<file path="config.mk">
export PLATFORM = sky130hd
export DESIGN_NAME = tmr_channel
export DESIGN_NICKNAME = d
export VERILOG_FILES = /design/src/rtl/tmr_pkg.sv /design/src/rtl/tmr_sync.sv /design/src/rtl/tmr_prescale.sv /design/src/rtl/tmr_counter.sv /design/src/rtl/tmr_channel.sv
export SDC_FILE = /design/constraint.sdc
export NUM_CORES = 1
export LEC_CHECK = 0
export ABC_AREA = 1
export BUFFER_PORTS_ARGS = -buffer_cell sky130_fd_sc_hd__buf_4
export CORE_ASPECT_RATIO = 2
export CORE_UTILIZATION = 35
export DETAILED_ROUTE_END_ITERATION = 12
export GPL_TIMING_DRIVEN = 0
export PLACE_DENSITY_LB_ADDON = 0.2
export SYNTH_ARGS = -nofsm -noshare
export SYNTH_HDL_FRONTEND = slang
export SYNTH_SLANG_ARGS = --single-unit
export TNS_END_PERCENT = 10
</file>
<file path="constraint.sdc">
create_clock -name clk -period 1.8 [get_ports clk]
set_input_delay 0.09 -clock clk [delete_from_list [all_inputs] [get_ports clk]]
set_output_delay 0.09 -clock clk [all_outputs]
set_load 0.01 [all_outputs]
</file>
<file path="src/rtl/tmr_pkg.sv">
package tmr_pkg;

    localparam int DATA_W = 16;

    typedef enum logic [1:0] {
        MODE_FREE_TMR = 2'b00,
        MODE_PER_TMR  = 2'b01,
        MODE_FREE_CNT = 2'b10,
        MODE_PER_CNT  = 2'b11
    } mode_e;

    typedef enum logic [1:0] {
        EDGE_RISE = 2'b00,
        EDGE_FALL = 2'b01,
        EDGE_BOTH = 2'b10,
        EDGE_NONE = 2'b11
    } edge_e;

    typedef struct packed {
        logic [3:0] rsv_hi;
        mode_e      mode;
        edge_e      edge_sel;
        logic       rsv7;
        logic       pulse_form;
        logic       dir_from_pin;
        logic       dir_up;
        logic       rsv3;
        logic       out_en;
        logic       irq_en;
        logic       run;
    } ctrl_t;

    localparam logic [DATA_W-1:0] CTRL_WMASK = 16'h0F77;

    localparam logic [3:0] ADR_CTRL = 4'h0;
    localparam logic [3:0] ADR_PSC  = 4'h4;
    localparam logic [3:0] ADR_RLD  = 4'h8;
    localparam logic [3:0] ADR_STAT = 4'hC;

    function automatic logic is_counter_mode(input mode_e m);
        return m[1];
    endfunction

    function automatic logic is_periodic(input mode_e m);
        return m[0];
    endfunction

    function automatic logic edge_hit(input edge_e sel, input logic rise, input logic fall);
        logic hit;
        unique case (sel)
            EDGE_RISE: hit = rise;
            EDGE_FALL: hit = fall;
            EDGE_BOTH: hit = rise | fall;
            default:   hit = 1'b0;
        endcase
        return hit;
    endfunction

endpackage

</file>
<file path="src/rtl/tmr_sync.sv">
module tmr_sync #(
    parameter int WIDTH  = 2,
    parameter int STAGES = 2
) (
    input  logic             clk,
    input  logic             rst,
    input  logic [WIDTH-1:0] d,
    output logic [WIDTH-1:0] q
);
    logic [WIDTH-1:0] stage_q [STAGES];

    generate
        for (genvar s = 0; s < STAGES; s++) begin : g_stage
            if (s == 0) begin : g_first
                always_ff @(posedge clk) begin
                    if (rst) stage_q[s] <= '0;
                    else     stage_q[s] <= d;
                end
            end else begin : g_next
                always_ff @(posedge clk) begin
                    if (rst) stage_q[s] <= '0;
                    else     stage_q[s] <= stage_q[s-1];
                end
            end
        end
    endgenerate

    assign q = stage_q[STAGES-1];
endmodule

</file>
<file path="src/rtl/tmr_prescale.sv">
module tmr_prescale #(
    parameter int PSC_W = 8
) (
    input  logic             clk,
    input  logic             rst,
    input  logic             run,
    input  logic [PSC_W-1:0] div,
    output logic             tick
);
    logic [PSC_W-1:0] pcnt_q;

    assign tick = run && (pcnt_q == div);

    always_ff @(posedge clk) begin
        if (rst || !run) pcnt_q <= '0;
        else if (tick)   pcnt_q <= '0;
        else             pcnt_q <= pcnt_q + 1'b1;
    end
endmodule

</file>
<file path="src/rtl/tmr_counter.sv">
module tmr_counter #(
    parameter int CNT_W = 16
) (
    input  logic             clk,
    input  logic             rst,
    input  logic             evt,
    input  logic             up,
    input  logic             periodic,
    input  logic [CNT_W-1:0] reload,
    input  logic             load,
    input  logic [CNT_W-1:0] load_val,
    output logic [CNT_W-1:0] cnt,
    output logic             tc
);
    localparam logic [CNT_W-1:0] ALL_ONES = '1;

    logic [CNT_W-1:0] cnt_q, nxt, up_lim;
    logic             at_lim;

    assign up_lim = periodic ? reload : ALL_ONES;

    always_comb begin
        if (up) begin
            at_lim = (cnt_q == up_lim);
            nxt    = at_lim ? '0 : cnt_q + 1'b1;
        end else begin
            at_lim = (cnt_q == '0);
            nxt    = at_lim ? up_lim : cnt_q - 1'b1;
        end
    end

    assign tc  = evt && at_lim && !load;
    assign cnt = cnt_q;

    always_ff @(posedge clk) begin
        if (rst)       cnt_q <= '0;
        else if (load) cnt_q <= load_val;
        else if (evt)  cnt_q <= nxt;
    end
endmodule

</file>
<file path="src/rtl/tmr_channel.sv">
module tmr_channel
    import tmr_pkg::*;
#(
    parameter int CNT_W       = 16,
    parameter int PSC_W       = 8,
    parameter int SYNC_STAGES = 2
) (
    input  logic              clk,
    input  logic              rst,
    input  logic              reg_wr,
    input  logic [3:0]        reg_addr,
    input  logic [DATA_W-1:0] reg_wdata,
    output logic [DATA_W-1:0] reg_rdata,
    input  logic              ext_cnt_i,
    input  logic              ext_dir_i,
    output logic [CNT_W-1:0]  cnt_o,
    output logic              irq_o,
    output logic              tmr_out_o
);
    ctrl_t            ctrl_q;
    logic [PSC_W-1:0] psc_q;
    logic [CNT_W-1:0] rld_q;
    logic             pend_q, tog_q, pls_q;

    logic wr_ctrl, wr_psc, wr_rld, wr_stat;
    assign wr_ctrl = reg_wr && (reg_addr == ADR_CTRL);
    assign wr_psc  = reg_wr && (reg_addr == ADR_PSC);
    assign wr_rld  = reg_wr && (reg_addr == ADR_RLD);
    assign wr_stat = reg_wr && (reg_addr == ADR_STAT);

    always_ff @(posedge clk) begin
        if (rst) begin
            ctrl_q <= '0;
            psc_q  <= '0;
            rld_q  <= '0;
        end else begin
            if (wr_ctrl) ctrl_q <= ctrl_t'(reg_wdata & CTRL_WMASK);
            if (wr_psc)  psc_q  <= reg_wdata[PSC_W-1:0];
            if (wr_rld)  rld_q  <= reg_wdata[CNT_W-1:0];
        end
    end

    // external inputs: synchronise, then detect edges on the event line
    logic [1:0] sync_q;
    logic       evin_prev_q, ev_rise, ev_fall;

    tmr_sync #(.WIDTH(2), .STAGES(SYNC_STAGES)) u_sync (
        .clk (clk),
        .rst (rst),
        .d   ({ext_dir_i, ext_cnt_i}),
        .q   (sync_q)
    );

    always_ff @(posedge clk) begin
        if (rst) evin_prev_q <= 1'b0;
        else     evin_prev_q <= sync_q[0];
    end

    assign ev_rise = sync_q[0] && !evin_prev_q;
    assign ev_fall = !sync_q[0] && evin_prev_q;

    // event selection
    logic run_w, ie_w, oe_w, up_w, per_w, cnt_mode, tick, evt_w, tc;

    assign run_w    = ctrl_q.run;
    assign ie_w     = ctrl_q.irq_en;
    assign oe_w     = ctrl_q.out_en;
    assign cnt_mode = is_counter_mode(ctrl_q.mode);
    assign per_w    = is_periodic(ctrl_q.mode);
    assign up_w     = ctrl_q.dir_from_pin ? sync_q[1] : ctrl_q.dir_up;

    tmr_prescale #(.PSC_W(PSC_W)) u_psc (
        .clk  (clk),
        .rst  (rst),
        .run  (run_w && !cnt_mode),
        .div  (psc_q),
        .tick (tick)
    );

    assign evt_w = run_w && (cnt_mode ? edge_hit(ctrl_q.edge_sel, ev_rise, ev_fall) : tick);

    tmr_counter #(.CNT_W(CNT_W)) u_cnt (
        .clk      (clk),
        .rst      (rst),
        .evt      (evt_w),
        .up       (up_w),
        .periodic (per_w),
        .reload   (rld_q),
        .load     (wr_rld),
        .load_val (up_w ? '0 : reg_wdata[CNT_W-1:0]),
        .cnt      (cnt_o),
        .tc       (tc)
    );

    // pending flag and output forms
    always_ff @(posedge clk) begin
        if (rst) begin
            pend_q <= 1'b0;
            tog_q  <= 1'b0;
            pls_q  <= 1'b0;
        end else begin
            if (tc)                        pend_q <= 1'b1;
            else if (wr_stat && reg_wdata[0]) pend_q <= 1'b0;
            if (tc) tog_q <= !tog_q;
            pls_q <= tc;
        end
    end

    assign irq_o     = pend_q && ie_w && run_w;
    assign tmr_out_o = run_w && oe_w && (ctrl_q.pulse_form ? pls_q : tog_q);

    always_comb begin
        unique case (reg_addr)
            ADR_CTRL: reg_rdata = DATA_W'(ctrl_q);
            ADR_PSC:  reg_rdata = DATA_W'(psc_q);
            ADR_RLD:  reg_rdata = DATA_W'(rld_q);
            ADR_STAT: reg_rdata = DATA_W'(pend_q);
            default:  reg_rdata = '0;
        endcase
    end
endmodule

</file>
# ---- Yosys cells after proc, flatten, opt, wreduce, memory -nomap -nowiden
# Memory sizes are Yosys's and may differ from the RTL's.
# Cells that the tools add are included.
dict set report word_totals {
  reg_bits 62
  latchBits 0
  ram_bits 4
  romBits 0
  in_bits 25
  output_inout_bits 34
  word_cells 79
  mem_count 1
}
dict set report classes {
  addsub 3
  multipliers 0
  div_mod_pow 0
  order_cmp 0
  eq_ne 7
  shifts 0
  n_mux 20
  bitwise_logic 3
  n_reduce_logical 29
}
# memory depth width rd rd_ports_with_merged_regs write_ports line_no
set memory_table {}
lappend memory_table {u_sync.stage_q 2 2 2 0 2 tmr_sync.sv:10} ;# logic [WIDTH-1:0] stage_q [STAGES];
# cell n
set ops {}
lappend ops {{16-bit 2-to-1 mux} 7}
lappend ops {{16-bit case mux with 4 select lines} 1}
lappend ops {{16-bit by 1-bit adder with 16-bit output, second input constant} 1}
lappend ops {{16-bit equality test} 1}
lappend ops {{1-bit logical AND} 16}
lappend ops {{16-bit zero test} 1}
lappend ops {{16-bit by 1-bit subtractor with 16-bit output, second input constant} 1}
lappend ops {{1-bit 2-to-1 mux} 9}
lappend ops {{8-bit by 1-bit adder with 8-bit output, second input constant} 1}
lappend ops {{4-bit equality test, second input constant} 2}
lappend ops {{8-bit equality test} 1}
lappend ops {{1-bit zero test} 6}
lappend ops {{4-bit by 3-bit equality test with 1-bit output, second input constant} 1}
lappend ops {{4-bit zero test} 1}
lappend ops {{2-bit 2-to-1 mux} 2}
lappend ops {{2-bit nonzero test} 2}
lappend ops {{1-bit OR} 3}
lappend ops {{1-bit case mux with 3 select lines} 1}
lappend ops {{2-bit by 1-bit equality test with 1-bit output, second input constant} 1}
lappend ops {{2-bit equality test, second input constant} 1}
lappend ops {{2-bit zero test} 1}
lappend ops {{2-bit OR reduction} 1}
lappend ops {{1-bit logical OR} 1}

# ---- Longest topological paths before layout
# Gate-level depths: netlist (run 1).
# An unclocked memory read counts as a cell.
dict set report depth {
  ltp_word 10
  ltp_mapped 14
  mapped_depth_nobuf 13
}

# ---- Cells and area by module
# From an unflattened synthesis (run 1), not the netlist that was laid out.
dict set report unflattened {
  hier_cells 911
  area_unflattened_um2 5167.5
}
# module instances cells_each area_per_inst_um2 seq_area_each_um2
set by_module_without_submodules {}
lappend by_module_without_submodules {tmr_counter 1 448 2296.0 320.3}
lappend by_module_without_submodules {tmr_channel 1 367 2235.9 760.7}
lappend by_module_without_submodules {tmr_prescale 1 84 525.5 160.2}
lappend by_module_without_submodules {tmr_sync 1 12 110.1 80.1}

# ---- Least setup slack after synthesis (run 1)
# No wires, ideal clock.
dict set report synth_path {
  path_type {register to register}
  startpoint {register u_cnt.cnt_q[0], in the netlist u_cnt.cnt[0]}
  endpoint {register tog_q}
  setup_time_ns 0.115
  t_arrival_ns 1.608
  t_required_ns 1.685
  slack_ns 0.077
  stages_incl_launch_ff 12
  path_buffers 0
  synth_period_minus_slack_ns 1.723
  path_cell_list {dfxtp_1 > inv_1 > ha_1 > inv_1 > nor3_1 > nand3_4 > nand2_1 > inv_1 > a21oi_2 > nand3_1 > nand2_1 > nor2_1}
}
dict set report synth_between {
  elab_chain_len 4
  word_cells_on_any_way 5
  classes_between {1 x eq/ne; 1 x mux; 3 x reduce/logical}
}
# element line_no
set synth_lines {}
lappend synth_lines {{start: declaration} tmr_counter.sv:17} ;# logic [CNT_W-1:0] cnt_q, nxt, up_lim;
lappend synth_lines {{start signal: assignment} tmr_counter.sv:37} ;# else if (load) cnt_q <= load_val;
lappend synth_lines {{start signal: assignment} tmr_counter.sv:38} ;# else if (evt) cnt_q <= nxt;
lappend synth_lines {{16-bit equality test / 16-bit zero test (equally long branches)} {tmr_counter.sv:24, tmr_counter.sv:27}}
lappend synth_lines {{1-bit 2-to-1 mux (*)} tmr_counter.sv:23} ;# if (up) begin
lappend synth_lines {{1-bit logical AND (*) (2 in series)} tmr_counter.sv:32} ;# assign tc = evt && at_lim && !load;
lappend synth_lines {{end signal: assignment} tmr_channel.sv:104} ;# if (tc) tog_q <= !tog_q;
lappend synth_lines {{end: declaration} tmr_channel.sv:23} ;# logic pend_q, tog_q, pls_q;
# Mark *: on every way between the ends. The rest lies on a longest branch, timed or not.
# A chain may end at the register's enable or synchronous reset.

# ---- Worst setup path in the final report (run 1)
dict set report layout_path {
  startpoint {register ctrl_q[10] (netlist bit)}
  endpoint {register u_cnt.cnt_q[9], in the netlist u_cnt.cnt[9]}
}
dict set report layout_between {
  elab_chain_len 6
  word_cells_on_any_way 7
  classes_between {1 x eq/ne; 6 x mux}
}
# element line_no
set layout_lines {}
lappend layout_lines {{start: declaration} tmr_channel.sv:20} ;# ctrl_t ctrl_q;
lappend layout_lines {{start signal: assignment} tmr_channel.sv:37} ;# if (wr_ctrl) ctrl_q <= ctrl_t'(reg_wdata & CTRL_WMASK);
lappend layout_lines {{16-bit 2-to-1 mux (*)} tmr_counter.sv:20} ;# assign up_lim = periodic ? reload : ALL_ONES;
lappend layout_lines {{16-bit equality test} tmr_counter.sv:24} ;# at_lim = (cnt_q == up_lim);
lappend layout_lines {{16-bit 2-to-1 mux} tmr_counter.sv:25} ;# nxt = at_lim ? '0 : cnt_q + 1'b1;
lappend layout_lines {{16-bit 2-to-1 mux (*)} tmr_counter.sv:23}
lappend layout_lines {{16-bit 2-to-1 mux (*)} tmr_counter.sv:38}
lappend layout_lines {{16-bit 2-to-1 mux (*)} tmr_counter.sv:37}
# Mark *: on every way between the ends. The rest lies on a longest branch, timed or not. The select of a mux whose other input is x is not followed.

==> qor.yml, run 1 <==
floorplan:
  die_h_um: 163
  die_area_um2: 13500
  start_util: 0.361
  floorplan.rows: 58
  pin_count: 59
  core_um2: 12600
  dieWidth_um: 82.7
hold_path:
  worstHoldPathCells: 3
  hp-class: "in2reg"
timing:
  setup-violations-final: 16
  finalWorstSetupSlack_ns: -0.102
  tns_ns: -1.07
  timing.final.max_slew_violations: 0
  upper_clock_frequency_limit_mhz: 526
  unrepaired_setup_endpoints_after_global_routing: "true"
  relSlewSlack: 0.531
  final_min_period_over_clock_period: 1.06
  hold_viol_final: 0
  final_period_demand_of_the_worst_path_ns: 1.90
  fin_worst_skew_ns: 0.00597
  max_slew.worst_pin.slew_ns: 0.704
  finalHoldWorstSlack_ns: 0.0469
drt:
  drtAntennaViolNets: 0
  detail_route.first_pass.iterations: 5
  first_iter_violations: 268
  drt-wirelength-per-cell_um: 17.1
  wirelength_um: 16800
  route.detailed.vias_per_inst: 5.21
  drc: 0
  detailroute.via_count: 5104
critical_path:
  worstPathRequired_ns: 2.02
  timing.setup.critical_path_class: "reg2reg"
  worst-path-max-fanout: 7
  worstPathArrival_ns: 2.12
  reg2reg_depth: 14
  nature_of_the_critical_path_endpoint: "flip-flop"
  critical_path.startpoint_type: "flip-flop"
synthesis:
  async_flop_share: 0
  mappedNetlistNets: 775
  synth.avg_cell_area_um2: 6.12
  post_synth_num_cell_types: 36
  synthesis.area_um2: 4560
  number_of_flops_mapped_to_enable_cells_by_yosys: 0
  ys_ff_latch: 66
  top_flip_flop_cell_by_instance_count_after_synthesis: "dfxtp_1"
  yosys_warning_total: 0
  netlist_instances: 744
  seq_area_frac_synth: 0.290
placement:
  place_inst: 950
  global_placer_s_final_weighted_congestion: 0.910
  port_buffers: 56
  pre_cts_ws_ns: -0.390
  detailed_place.area_um2: 5160
  estimated_wirelength_of_the_detail_placed_design_um: 13000
global_route:
  grtUsageTotal: 0.257
  grt-ovfl-total: 0
  via_count_of_the_first_global_routing_pass: 5027
  grt_start_max_net_pins: 11
  wire_length_of_the_first_global_routing_pass_um: 25200
  antenna_violations_before_repair: 0
outcome:
  status: "complete, but fails checks"
  failed_checks: "setup timing"
cells_and_area:
  antenna-diode-count: 0
  instances_no_fill: 980
  layout.nets: 856
  drive_above_1_share: 0.237
  layout.cells.most_common_list: "nand2_1 (198), nor2_1 (72), inv_1 (69)"
  final_util: 0.471
  layout.cells.most_common: "nand2_1"
  syn_to_final_growth_pct: 30.5
  final_area_um2: 5940
cts:
  insertion_delay_ns: 0.33
  cts_buffers: 9
  clock_sinks: 66
  worst_setup_hold_path_clk_slew_ns: 0.06
  clk_path_buf_depth: 2
  cts_htree_levels: 3
  clock_tree_from_tritoncts: "done"
  cts_root_buf: "clkbuf_16"
power_and_ir_drop:
  total_power_consumption_of_the_routed_design_mw: 4.06
  power.ir.vdd_worst_mv: 0.712
  pwr_density_cell_nw_per_um2: 683
  static-leakage-power_nw: 2.60
run:
  max-cap-violations: 0
[final timing paths]
path / start / to / slack, ns
setup / recovery: ctrl_q[10]$_SDFFE_PP0P_ / u_cnt.cnt[9]$_SDFFE_PP0P_ / -0.10
hold reg to reg: u_sync.stage_q[0][1]$_SDFF_PP0_ / u_sync.stage_q[1][1]$_SDFF_PP0_ / 0.40
hold / removal: reg_wdata[12] / rld_q[12]$_SDFFE_PP0P_ / 0.05
setup reg to reg: ctrl_q[10]$_SDFFE_PP0P_ / u_cnt.cnt[9]$_SDFFE_PP0P_ / -0.10
[what timing repair did]
action	in CTS	in global routing
cloned	1	2
setup endpoints to repair	19	20
resized for setup	34	80
endpoints found under the hold margin	2	0
buffers inserted	6	3
pin swaps	7	18
hold buffers	2	0
[state kept, by name, summed over array words and instances, names as in the netlist]
| register | cells |
|---|---|
| cnt_mode | 1 |
| psc_q | 8 |
| u_psc.pcnt_q | 8 |
| u_sync.stage_q | 4 |
| run_w | 1 |
| ctrl_q | 6 |
| tog_q | 1 |
| evin_prev_q | 1 |
| ie_w | 1 |
| pend_q | 1 |
| oe_w | 1 |
| pls_q | 1 |
| u_cnt.cnt | 16 |
| rld_q | 16 |
[cell families after synthesis]
group	share of synthesized area
AND/OR/NAND/NOR	0.377
flip-flops	0.290
adder cells (fa/ha/maj)	0.0165
AO/OA/AOI/OAI	0.153
XOR/XNOR	0.0461
buffers and inverters	0.117
[routing by layer]
metal | wire [um] | GRT usage | vias to the layer above
met5 | 0 | 0 | -
met4 | 1480 | 0.211 | 0
met3 | 611 | 0.0285 | 83
met2 | 9140 | 0.475 | 166
met1 | 5530 | 0.239 | 2309
li1 | - | - | 2546
[layout make-up]
class / count / area [um2]
multi-input combinational: 562 / 2960
buffer: 39 / 280
timing repair buffer: 70 / 598
sequential: 66 / 1340
clock buffer: 13 / 240
tap: 150 / 188
fill: 1385 / 6680
inverter: 77 / 298
clock inverter: 3 / 40.0
[critical path, cell delays in order (launching register included)]
cell,delay (ns)
dfxtp_2,0.32
buf_6,0.14
buf_12,0.15
nand2_4,0.06
nand2_2,0.06
nand2_1,0.04
nor2_1,0.11
nand2_1,0.13
nor2_4,0.18
nand2_4,0.14
clkbuf_16,0.20
nand3_2,0.08
nand2_1,0.06
nand2_1,0.05
a21oi_1,0.06
[report_power, final]
| group | total [mW] | switching, mW | leakage (nW) | internal, mW |
|---|---|---|---|---|
| clock | 1.71 | 0.639 | 0.138 | 1.07 |
| combinational | 0.843 | 0.519 | 1.92 | 0.324 |
| sequential | 1.51 | 0.0244 | 0.538 | 1.49 |
| total | 4.06 | 1.18 | 2.60 | 2.88 |
[synthesized netlist by cell type, drive strengths merged, types with 6 or more instances]
cell	instances	share of area
a21oi	78	0.089
buf	27	0.043
clkbuf	12	0.010
dfxtp	66	0.29
ha	6	0.016
inv	75	0.062
nand2	223	0.19
nand3	59	0.068
nor2	94	0.084
nor3	11	0.013
o21ai	39	0.043
o22ai	7	0.0096
xnor2	6	0.012
xor2	18	0.035
No activity file was read; power rests on OpenSTA's default activity.
==> inputs of run 2 (changes only) <==
Settings changed: CTS_BUF_LIST set to sky130_fd_sc_hd__clkbuf_16, SLEW_MARGIN set to 0, SYNTH_HIERARCHICAL set to 1.
==> run 2 against run 1 <==
The flow still finishes with violations (setup timing). Clock power rose by 22%. Largest power group unchanged. Critical path type unchanged. First-iteration DRC count increased by 43%. Largest cell class unchanged. Critical path depth down 3. Register-to-register slack got worse by 0.03 ns. Worst setup slack lost 0.032 ns. Global-route usage rose by 4.2 points.
==> qor.yml, run 2 <==
cts:
  cts_root_buf: "clkbuf_16"
  cts_htree_levels: 3
  worst_setup_hold_path_clk_slew_ns: 0.06
  clk_path_buf_depth: 2
  insertion_delay_ns: 0.35
  clock_tree_from_tritoncts: "done"
  cts_buffers: 9
  clock_sinks: 66
cells_and_area:
  final_area_um2: 6860
  syn_to_final_growth_pct: 32.7
  layout.cells.most_common: "nand2_1"
  drive_above_1_share: 0.237
  layout.cells.most_common_list: "nand2_1 (224), inv_1 (150), nor2_1 (135)"
  final_util: 0.478
  instances_no_fill: 1203
  layout.nets: 1037
  antenna-diode-count: 0
critical_path:
  nature_of_the_critical_path_endpoint: "flip-flop"
  worstPathArrival_ns: 2.16
  worstPathRequired_ns: 2.03
  critical_path.startpoint_type: "flip-flop"
  timing.setup.critical_path_class: "reg2reg"
  worst-path-max-fanout: 5
floorplan:
  pin_count: 59
  die_h_um: 174
  dieWidth_um: 87.9
  core_um2: 14400
  floorplan.rows: 62
  die_area_um2: 15300
  start_util: 0.360
global_route:
  via_count_of_the_first_global_routing_pass: 6167
  grtUsageTotal: 0.300
  wire_length_of_the_first_global_routing_pass_um: 33100
  grt_start_max_net_pins: 15
  antenna_violations_before_repair: 0
  grt-ovfl-total: 0
synthesis:
  top_flip_flop_cell_by_instance_count_after_synthesis: "dfxtp_1"
  synth.avg_cell_area_um2: 5.67
  synth.most_common_cell: "nand2_1"
  post_synth_main_area_contributors: "dfxtp_1 (26%), nand2_1 (18%), inv_1 (11%)"
  ys_ff_latch: 66
  number_of_flops_mapped_to_enable_cells_by_yosys: 0
  mappedNetlistNets: 942
  async_flop_share: 0
  most_area_hungry_cell_type_in_the_yosys_netlist: "dfxtp_1"
  area_share_of_the_largest_cell_type_after_synthesis: 0.256
  seq_area_frac_synth: 0.256
  yosys_warning_total: 6
  post_synth_num_cell_types: 39
  netlist_top_cells_count: "nand2_1 (244), inv_1 (158), nor2_1 (157)"
  netlist_instances: 911
  synthesis.area_um2: 5170
drt:
  detailroute.via_count: 6166
  detail_route.first_pass.iterations: 6
  drc: 0
  drt-wirelength-per-cell_um: 18.7
  wirelength_um: 22500
  first_iter_violations: 382
  drtAntennaViolNets: 0
  route.detailed.vias_per_inst: 5.13
placement:
  detailed_place.area_um2: 5850
  global_placer_s_final_weighted_congestion: 0.993
  estimated_wirelength_of_the_detail_placed_design_um: 17400
  port_buffers: 58
  pre_cts_ws_ns: -0.852
  place_inst: 1161
run:
  max-cap-violations: 0
timing:
  final_period_demand_of_the_worst_path_ns: 1.93
  fin_worst_skew_ns: 0.0103
  max_slew.worst_pin.slew_ns: 0.637
  finalWorstSetupSlack_ns: -0.134
  hold_viol_final: 0
  upper_clock_frequency_limit_mhz: 517
  unrepaired_setup_endpoints_after_global_routing: "true"
  final_min_period_over_clock_period: 1.07
  setup-violations-final: 19
  timing.final.max_slew_violations: 0
  tns_ns: -1.61
  relSlewSlack: 0.576
  finalHoldWorstSlack_ns: 0.0128
power_and_ir_drop:
  power_frac_seq: 0.336
  pwr_density_cell_nw_per_um2: 660
  clock_power_share: 0.461
  internal_power_mw: 3.16
  static-leakage-power_nw: 3.21
  total_power_consumption_of_the_routed_design_mw: 4.52
  power.ir.vdd_worst_mv: 0.378
  switchingPower_mw: 1.37
  power.share.switching: 0.302
  power.combinational.fraction: 0.202
outcome:
  failed_checks: "setup timing"
  status: "complete, but fails checks"
hold_path:
  hp-class: "in2reg"
-- run 2: changes by cell type after synthesis, sizes merged, moves of 8 or more --
cell,before,now
o21ai,39,24
o211ai,0,8
inv,75,164
nor2,94,163
a21oi,78,22
nand4,5,43
nand3,59,70
nand2,223,246
-- run 2: worst paths after layout --
path / start / end / slack, ns / depth (start not counted)
max: u_cnt/cnt[0]$_SDFFE_PP0P_ / u_cnt/cnt[10]$_SDFFE_PP0P_ / -0.13 / 11
min: rst / u_sync/stage_q[1][0]$_SDFF_PP0_ / 0.01 / 2
max reg2reg: u_cnt/cnt[0]$_SDFFE_PP0P_ / u_cnt/cnt[10]$_SDFFE_PP0P_ / -0.13 / 11
min reg2reg: u_sync/stage_q[0][0]$_SDFF_PP0_ / u_sync/stage_q[1][0]$_SDFF_PP0_ / 0.39 / 2
-- run 2: routing by layer --
layer | global-route usage | share of wire | vias up
met5 | 0 | 0 | -
met4 | 0.283 | 0.11 | 0
met3 | 0.0295 | 0.034 | 124
met2 | 0.562 | 0.54 | 243
met1 | 0.261 | 0.32 | 2772
li1 | - | - | 3027
-- run 2: power by group through the flow --
stage               Clock (mW)  Sequential [mW]  Combinational [mW]
floorplan                    0             1.54               0.481
global placement             0             1.55               0.758
detailed placement           0             1.55               0.756
CTS                       2.10             1.52               0.834
global route              2.16             1.52               0.980
finish                    2.09             1.52               0.916
-- run 2: cells by family (layout without fill, tap and decap cells) --
group | count (synthesis) | in the layout | synth area share
DFF | 66 | 66 | 0.256
xor gates and xnor gates | 21 | 21 | 0.0356
adders and majority gates | 6 | 6 | 0.0145
and+or+nand+nor | 539 | 539 | 0.450
AOI/OAI and AO/OA | 75 | 75 | 0.0845
buffers and inverters | 204 | 304 | 0.160
-- run 2: layout make-up --
class | instances | area, um2
buffer | 39 | 294
clock buffer | 9 | 225
clock inverter | 7 | 119
fill | 1611 | 7490
inverter | 165 | 633
multi-input combinational | 641 | 3320
sequential | 66 | 1350
tap | 192 | 240
timing repair buffer | 84 | 674
-- run 2: timing repair --
action	CTS	global route
hold buffers	2	0
gates cloned	2	2
gates resized for setup	72	74
endpoints found under the setup margin	19	19
pin swaps	14	34
setup buffers	11	9
hold endpoints to repair	2	0
-- run 2: critical path, cell delays in order (launching register included) --
cell	delay, ns
dfxtp_4	0.38
clkinvlp_4	0.17
ha_2	0.28
inv_1	0.11
nor2_4	0.20
nand2_1	0.12
nand2_1	0.07
nand3_1	0.07
a21oi_1	0.15
nand2_1	0.10
nand2_2	0.09
a21oi_2	0.05
